## src/rtl/thr_arb_pkg.sv

```systemverilog
package thr_arb_pkg;
  typedef enum logic [1:0] {
    FLD_PRIO = 2'd0,
    FLD_CPU  = 2'd1,
    FLD_GPU  = 2'd2,
    FLD_RSVD = 2'd3
  } cfg_fld_e;
endpackage

```

## src/rtl/thr_cfg_regs.sv

```systemverilog
module thr_cfg_regs
  import thr_arb_pkg::*;
#(
  parameter int N_SRC    = 3,
  parameter int IDX_W    = 2,
  parameter int DATA_W   = 8,
  parameter int PRIO_MAX = 100,
  parameter int PRIO_W   = 7,
  parameter int PCT_MAX  = 100,
  parameter int PCT_W    = 7,
  parameter int LVL_W    = 2
) (
  input  logic                           clk_i,
  input  logic                           rst_ni,
  input  logic                           we_i,
  input  logic [IDX_W-1:0]               src_i,
  input  logic [1:0]                     fld_i,
  input  logic [DATA_W-1:0]              wdata_i,
  output logic [N_SRC-1:0][PRIO_W-1:0]   prio_o,
  output logic [N_SRC-1:0][PCT_W-1:0]    pct_o,
  output logic [N_SRC-1:0][LVL_W-1:0]    lvl_o
);
  cfg_fld_e fld;
  assign fld = cfg_fld_e'(fld_i);

  // saturate once, shared by all sources
  logic [PRIO_W-1:0] prio_sat;
  logic [PCT_W-1:0]  pct_sat;
  assign prio_sat = (wdata_i > DATA_W'(PRIO_MAX)) ? PRIO_W'(PRIO_MAX) : wdata_i[PRIO_W-1:0];
  assign pct_sat  = (wdata_i > DATA_W'(PCT_MAX))  ? PCT_W'(PCT_MAX)   : wdata_i[PCT_W-1:0];

  for (genvar g = 0; g < N_SRC; g++) begin : g_src
    logic hit;
    assign hit = we_i && (src_i == IDX_W'(g));

    always_ff @(posedge clk_i or negedge rst_ni) begin
      if (!rst_ni) begin
        prio_o[g] <= '0;
        pct_o[g]  <= '0;
        lvl_o[g]  <= '0;
      end else if (hit) begin
        case (fld)
          FLD_PRIO: prio_o[g] <= prio_sat;
          FLD_CPU:  pct_o[g]  <= pct_sat;
          FLD_GPU:  lvl_o[g]  <= wdata_i[LVL_W-1:0];
          default:  ;
        endcase
      end
    end

    AST_PRIO_CAP: assert property (@(posedge clk_i) disable iff (!rst_ni)
      prio_o[g] <= PRIO_W'(PRIO_MAX));
    AST_PCT_CAP: assert property (@(posedge clk_i) disable iff (!rst_ni)
      pct_o[g] <= PCT_W'(PCT_MAX));
    AST_RSVD_HOLD: assert property (@(posedge clk_i) disable iff (!rst_ni)
      (we_i && fld_i == 2'd3) |=> ($stable(prio_o[g]) && $stable(pct_o[g]) && $stable(lvl_o[g])));
  end

  if (N_SRC < (1 << IDX_W)) begin : g_oob
    AST_OOB_HOLD: assert property (@(posedge clk_i) disable iff (!rst_ni)
      (we_i && src_i >= IDX_W'(N_SRC)) |=> ($stable(prio_o) && $stable(pct_o) && $stable(lvl_o)));
  end
endmodule

```

## src/rtl/thr_prio_pick.sv

```systemverilog
module thr_prio_pick #(
  parameter int N_SRC  = 3,
  parameter int IDX_W  = 2,
  parameter int PRIO_W = 7,
  parameter int PCT_W  = 7,
  parameter int LVL_W  = 2
) (
  input  logic [N_SRC-1:0]               req_i,
  input  logic [N_SRC-1:0][PRIO_W-1:0]   prio_i,
  input  logic [N_SRC-1:0][PCT_W-1:0]    pct_i,
  input  logic [N_SRC-1:0][LVL_W-1:0]    lvl_i,
  output logic                           valid_o,
  output logic [IDX_W-1:0]               idx_o,
  output logic [PCT_W-1:0]               pct_o,
  output logic [LVL_W-1:0]               lvl_o
);
  logic [PRIO_W-1:0] stg_p [N_SRC+1];
  logic [IDX_W-1:0]  stg_i [N_SRC+1];
  logic [PCT_W-1:0]  stg_c [N_SRC+1];
  logic [LVL_W-1:0]  stg_l [N_SRC+1];
  logic              stg_v [N_SRC+1];

  assign stg_p[0] = '0;
  assign stg_i[0] = '0;
  assign stg_c[0] = '0;
  assign stg_l[0] = '0;
  assign stg_v[0] = 1'b0;

  // strict '>' keeps the lower index on ties and rejects priority 0
  for (genvar g = 0; g < N_SRC; g++) begin : g_stg
    logic take;
    assign take = req_i[g] && (prio_i[g] > stg_p[g]);
    assign stg_p[g+1] = take ? prio_i[g]   : stg_p[g];
    assign stg_i[g+1] = take ? IDX_W'(g)   : stg_i[g];
    assign stg_c[g+1] = take ? pct_i[g]    : stg_c[g];
    assign stg_l[g+1] = take ? lvl_i[g]    : stg_l[g];
    assign stg_v[g+1] = take | stg_v[g];
  end

  assign valid_o = stg_v[N_SRC];
  assign idx_o   = stg_i[N_SRC];
  assign pct_o   = stg_c[N_SRC];
  assign lvl_o   = stg_l[N_SRC];

  always_comb begin
    for (int i = 0; i < N_SRC; i++) begin
      if (valid_o && req_i[i]) begin
        AST_WIN_MAX: assert (prio_i[i] <= stg_p[N_SRC]);
        if (prio_i[i] == stg_p[N_SRC]) begin
          AST_TIE_LOW: assert (IDX_W'(i) >= idx_o);
        end
      end
    end
  end
endmodule

```

## src/rtl/thr_arb.sv

```systemverilog
module thr_arb #(
  parameter int N_SRC    = 3,
  parameter int DATA_W   = 8,
  parameter int PRIO_MAX = 100,
  parameter int PCT_MAX  = 100,
  parameter int LVL_W    = 2,
  localparam int IDX_W   = (N_SRC > 1) ? $clog2(N_SRC) : 1,
  localparam int PRIO_W  = $clog2(PRIO_MAX + 1),
  localparam int PCT_W   = $clog2(PCT_MAX + 1)
) (
  input  logic              clk_i,
  input  logic              rst_ni,
  input  logic [N_SRC-1:0]  req_i,
  input  logic              cfg_we_i,
  input  logic [IDX_W-1:0]  cfg_src_i,
  input  logic [1:0]        cfg_fld_i,
  input  logic [DATA_W-1:0] cfg_wdata_i,
  output logic [PCT_W-1:0]  cpu_pct_o,
  output logic [LVL_W-1:0]  gpu_lvl_o,
  output logic              valid_o,
  output logic [IDX_W-1:0]  win_idx_o
);
  logic [N_SRC-1:0][PRIO_W-1:0] prio;
  logic [N_SRC-1:0][PCT_W-1:0]  pct;
  logic [N_SRC-1:0][LVL_W-1:0]  lvl;

  logic             pk_valid;
  logic [IDX_W-1:0] pk_idx;
  logic [PCT_W-1:0] pk_pct;
  logic [LVL_W-1:0] pk_lvl;

  thr_cfg_regs #(
    .N_SRC(N_SRC), .IDX_W(IDX_W), .DATA_W(DATA_W),
    .PRIO_MAX(PRIO_MAX), .PRIO_W(PRIO_W),
    .PCT_MAX(PCT_MAX), .PCT_W(PCT_W), .LVL_W(LVL_W)
  ) u_cfg (
    .clk_i   (clk_i),
    .rst_ni  (rst_ni),
    .we_i    (cfg_we_i),
    .src_i   (cfg_src_i),
    .fld_i   (cfg_fld_i),
    .wdata_i (cfg_wdata_i),
    .prio_o  (prio),
    .pct_o   (pct),
    .lvl_o   (lvl)
  );

  thr_prio_pick #(
    .N_SRC(N_SRC), .IDX_W(IDX_W), .PRIO_W(PRIO_W),
    .PCT_W(PCT_W), .LVL_W(LVL_W)
  ) u_pick (
    .req_i   (req_i),
    .prio_i  (prio),
    .pct_i   (pct),
    .lvl_i   (lvl),
    .valid_o (pk_valid),
    .idx_o   (pk_idx),
    .pct_o   (pk_pct),
    .lvl_o   (pk_lvl)
  );

  always_ff @(posedge clk_i or negedge rst_ni) begin
    if (!rst_ni) begin
      valid_o   <= 1'b0;
      win_idx_o <= '0;
      cpu_pct_o <= '0;
      gpu_lvl_o <= '0;
    end else begin
      valid_o   <= pk_valid;
      win_idx_o <= pk_idx;
      cpu_pct_o <= pk_pct;
      gpu_lvl_o <= pk_lvl;
    end
  end

  AST_IDLE_ZERO: assert property (@(posedge clk_i) disable iff (!rst_ni)
    !valid_o |-> (cpu_pct_o == '0 && gpu_lvl_o == '0 && win_idx_o == '0));
  AST_WIN_REQ: assert property (@(posedge clk_i) disable iff (!rst_ni)
    valid_o |-> ((($past(req_i) >> win_idx_o) & N_SRC'(1)) != '0));
  AST_OUT_CAP: assert property (@(posedge clk_i) disable iff (!rst_ni)
    cpu_pct_o <= PCT_W'(PCT_MAX));
  AST_IDX_RANGE: assert property (@(posedge clk_i) disable iff (!rst_ni)
    win_idx_o < IDX_W'(N_SRC));
endmodule

```

## config.mk

```make
export PLATFORM = sky130hd
export DESIGN_NAME = thr_arb
export DESIGN_NICKNAME = d
export VERILOG_FILES = /design/src/rtl/thr_arb_pkg.sv /design/src/rtl/thr_cfg_regs.sv /design/src/rtl/thr_prio_pick.sv /design/src/rtl/thr_arb.sv
export SDC_FILE = /design/constraint.sdc
export NUM_CORES = 1
export LEC_CHECK = 0
export ABC_AREA = 1
export CAP_MARGIN = 10
export CORE_UTILIZATION = 28
export CTS_BUF_LIST = sky130_fd_sc_hd__clkbuf_8
export DETAILED_ROUTE_END_ITERATION = 10
export PLACE_DENSITY_LB_ADDON = 0.05
export SKIP_LAST_GASP = 1
export SYNTH_ARGS = -nofsm -noshare
export SYNTH_HDL_FRONTEND = slang
export SYNTH_HIERARCHICAL = 1
export SYNTH_SLANG_ARGS = --single-unit
```

## constraint.sdc

```tcl
create_clock -name clk_i -period 8.1 [get_ports clk_i]
set_input_delay 0.81 -clock clk_i [delete_from_list [all_inputs] [get_ports clk_i]]
set_output_delay 0.81 -clock clk_i [all_outputs]
set_load 0.02 [all_outputs]
```

==> impl_metrics.env <==
export IMPL_period_minus_slack_ps=4520
export IMPL_synth_nets=441
export IMPL_final_setup_skew_ps=11.2
export IMPL_ys_seq_area_frac=0.456
export IMPL_dominantRegCellSynth="sky130_fd_sc_hd__dfrtp_1"
export IMPL_dp_final_hpwl_um=6490
export IMPL_worst_path_most_repeated_cell="sky130_fd_sc_hd__nand2_1"
export IMPL_placement_io_buffers=29
export IMPL_critPathArrivalTime_ps=4780
export IMPL_worst_path_max_fanout=25
export IMPL_cp_num_buf_inv=3
export IMPL_multi_input_comb_area_sq_um=1540
export IMPL_ys_async_sr_fraction=1.00
export IMPL_fp_dieArea_sq_um=12200
export IMPL_max_cap_viol_count=0
export IMPL_grt_util_all_layers=0.163
export IMPL_pin_count_of_the_biggest_net_entering_global_routing=61
export IMPL_leakage_power_uw=0.00201
export IMPL_boundaryPins=30
export IMPL_route_vias_total=2589
export IMPL_layout_cells_non_filler=588
export IMPL_detail_route_wirelength_um=9130
export IMPL_slew_violations=0
export IMPL_antenna_violations_before_repair=0
export IMPL_synth_cell_type_count=29
export IMPL_hold_violations=0
export IMPL_floorplan_rows=39
export IMPL_tritoncts_num_buffers=9
export IMPL_setup_tns_ps=0
export IMPL_floorplan_die_width_um=110
export IMPL_n_fill_cell=1290
export IMPL_grt_pass1_wl_um=14700
export IMPL_clock_tree_from_tritoncts="done"
export IMPL_gpl_final_weighted_congestion=0.796
export IMPL_synth_ff_latch_count=60
export IMPL_htree_num_levels=3
export IMPL_required_time_worst_endpoint_ps=8350
export IMPL_cts_repair_resized=0
export IMPL_place_inst=572
export IMPL_final_period_utilization=0.558
export IMPL_cts_num_sinks=60
export IMPL_crit_path_top_delay_cell="sky130_fd_sc_hd__clkdlybuf4s50_1"
export IMPL_first_global_vias=2628
export IMPL_clkLatencyLatePin_ps=360
export IMPL_max_stage_delay_ps=720
export IMPL_cp_cell_sequence="clkdlybuf4s50_1 -> nand2_1 -> inv_1 -> nand2_1 -> ha_1 -> nand2_1 -> nor2_4 -> a21boi_4 -> nand2_4 -> nand2_1 -> o21ai_1 -> ha_1 -> nand2_1 -> nor2_1 -> a31oi_1 -> nand2_1 -> inv_1 -> nand2_1 -> nand2_1"
export IMPL_syn_cell_area_sq_um=3290
export IMPL_floorplan_die_height_um=110
export IMPL_unrepaired_setup_endpoints_after_global_routing="no"
export IMPL_max_slew_margin_rel=0.465
export IMPL_yosysTopAreaCellShare=0.456
export IMPL_postRouteAntennaNets=0
export IMPL_setup_worst_path_class="primary input to flip-flop"
export IMPL_timing_hold_worst_class="flip-flop to flip-flop"
export IMPL_ctsLongestPathBuffers=2
export IMPL_total_power_uw=1040
export IMPL_setup_viol=0
export IMPL_route_detailed_wl_per_inst_um=15.5
export IMPL_maxClockFrequency_ghz=0.221
export IMPL_overflow=0
export IMPL_drt_iter0_drcs=88
export IMPL_ys_top_cells_by_area="sky130_fd_sc_hd__dfrtp_1 (46%), sky130_fd_sc_hd__nand2_1 (19%), sky130_fd_sc_hd__nand3_1 (7.8%)"
export IMPL_tightest_slew_ps=803
export IMPL_post_cts_buffers=0
export IMPL_drt_pass1_iterations=4
export IMPL_yosysWarnings=6
export IMPL_ctsRootBufferMaster="sky130_fd_sc_hd__clkbuf_8"
export IMPL_postSynthAreaPerCell_sq_um=8.05
export IMPL_seqCellArea_sq_um=1500
export IMPL_drcViolationCount=0
export IMPL_core_area_sq_um=11400
export IMPL_post_synth_inst_count=409
export IMPL_syn2layout_area_growth_pct=16.9
export IMPL_run_status="completed"
export IMPL_power_per_cell_area_nw_per_um2=271
export IMPL_nNetsFinal=472
export IMPL_detail_route_vias_per_cell=4.40
export IMPL_vdd_drop_max_uv=82.9
export IMPL_endpoint_kind="flip-flop"
export IMPL_synth_enable_flop_cells=0
export IMPL_cp_start_kind="primary input"
export IMPL_cts_hold_buffers=0
export IMPL_post_route_cells_drive_above_1_share=0.128
export IMPL_antenna_diode_count=0
export IMPL_initial_utilization=0.288
export IMPL_clock_transition_at_the_registers_of_the_reported_paths_ps=70
export IMPL_timing_critical_path_max_delay_family="simple AND/OR/NAND/NOR gates"
export IMPL_library_cell_with_the_largest_summed_area_after_synthesis="sky130_fd_sc_hd__dfrtp_1"
[path summary, 6_finish.rpt]
kind | start | to | slack [ps] | cells after the start
hold / removal | u_cfg/pct_o[14]$_DFFE_PN0P_ | cpu_pct_o[0]$_DFF_PN0_ | 480 | 2
min in group asynchronous | rst_ni | u_cfg/prio_o[11]$_DFFE_PN0P_ | 620 | 2
hold reg to reg | u_cfg/pct_o[14]$_DFFE_PN0P_ | cpu_pct_o[0]$_DFF_PN0_ | 480 | 2
setup reg to reg | u_cfg/prio_o[6]$_DFFE_PN0P_ | cpu_pct_o[1]$_DFF_PN0_ | 3950 | 21
setup / recovery | req_i[0] | cpu_pct_o[1]$_DFF_PN0_ | 3580 | 19
max in group asynchronous | rst_ni | gpu_lvl_o[1]$_DFF_PN0_ | 6960 | 2
[flip-flops by register name, summed over array words and instances (netlist names)]
name	cells
valid_o	1
win_idx_o	2
gpu_lvl_o	2
u_cfg/pct_o	21
u_cfg/prio_o	21
cpu_pct_o	7
u_cfg/lvl_o	6
[cells in the final DEF (no fill, tap or decap), types with 8 or more instances in the layout]
cell	instances
sky130_fd_sc_hd__nand2_1	169
sky130_fd_sc_hd__dfrtp_1	60
sky130_fd_sc_hd__nand3_1	51
sky130_fd_sc_hd__inv_1	39
sky130_fd_sc_hd__clkdlybuf4s50_1	28
sky130_fd_sc_hd__ha_1	14
sky130_fd_sc_hd__clkbuf_8	11
sky130_fd_sc_hd__nor2_1	11
sky130_fd_sc_hd__nand2_2	10
sky130_fd_sc_hd__nor2_4	8
[through the flow]
step | utilization | setup WS [ps] | cell area (sq um) | hold WS, ps
detailed placement | 0.321 | 3190 | 3670 | 463
finish | 0.337 | 3580 | 3850 | 476
floorplan | - | 4770 | 3290 | 449
global route | 0.337 | 3210 | 3850 | 507
global placement | 0.321 | 3270 | 3670 | 462
CTS | 0.337 | 3580 | 3850 | 479
[synthesized netlist by cell type, types with 2 or more instances]
cell type and n:
sky130_fd_sc_hd__a21oi_2 2, sky130_fd_sc_hd__nand2_4 3, sky130_fd_sc_hd__nand3_1 51, sky130_fd_sc_hd__inv_1 37
sky130_fd_sc_hd__ha_1 14, sky130_fd_sc_hd__nand2_2 10, sky130_fd_sc_hd__a21oi_1 3, sky130_fd_sc_hd__buf_6 7
sky130_fd_sc_hd__nand2_1 169, sky130_fd_sc_hd__nor2_1 11, sky130_fd_sc_hd__nor2_4 8, sky130_fd_sc_hd__inv_2 4
sky130_fd_sc_hd__o21ai_0 7, sky130_fd_sc_hd__o21ai_2 5, sky130_fd_sc_hd__nand3_2 5, sky130_fd_sc_hd__dfrtp_1 60
[layer usage]
metal  track usage  vias to the layer above  wire [um]
met5             0                        -          0
li1              -                     1347          -
met4        0.0880                        0        222
met1         0.231                     1181       4720
met2         0.237                       49       3920
met3        0.0263                       12        274
[area by class of cell]
cell class | instances | area share
Multi-Input combinational cell | 297 | 0.400
Inverter | 42 | 0.0409
Clock inverter | 5 | 0.00747
Clock buffer | 11 | 0.0393
Sequential cell | 60 | 0.390
Timing Repair Buffer | 30 | 0.0760
Tap cell | 143 | 0.0465
[cells by family after synthesis]
kind of cell,after synthesis,share of synthesized area
buffers and inverters,52,0.0767
adders and majority gates,14,0.0532
DFF,60,0.456
AOI/OAI and AO/OA,21,0.0452
and+or+nand+nor,262,0.369
[where the power goes]
part | internal, uW | switching, uW | total (uW)
clock network | 125 | 123 | 249
registers | 369 | 41.2 | 411
logic | 146 | 238 | 384
[tightest hold or removal path: cells and delay by family (launching register included)]
kind / cells / cell delay, ps
DFF: 1 / 340
and+or+nand+nor: 2 / 100
(Power assumes the default switching activity.)
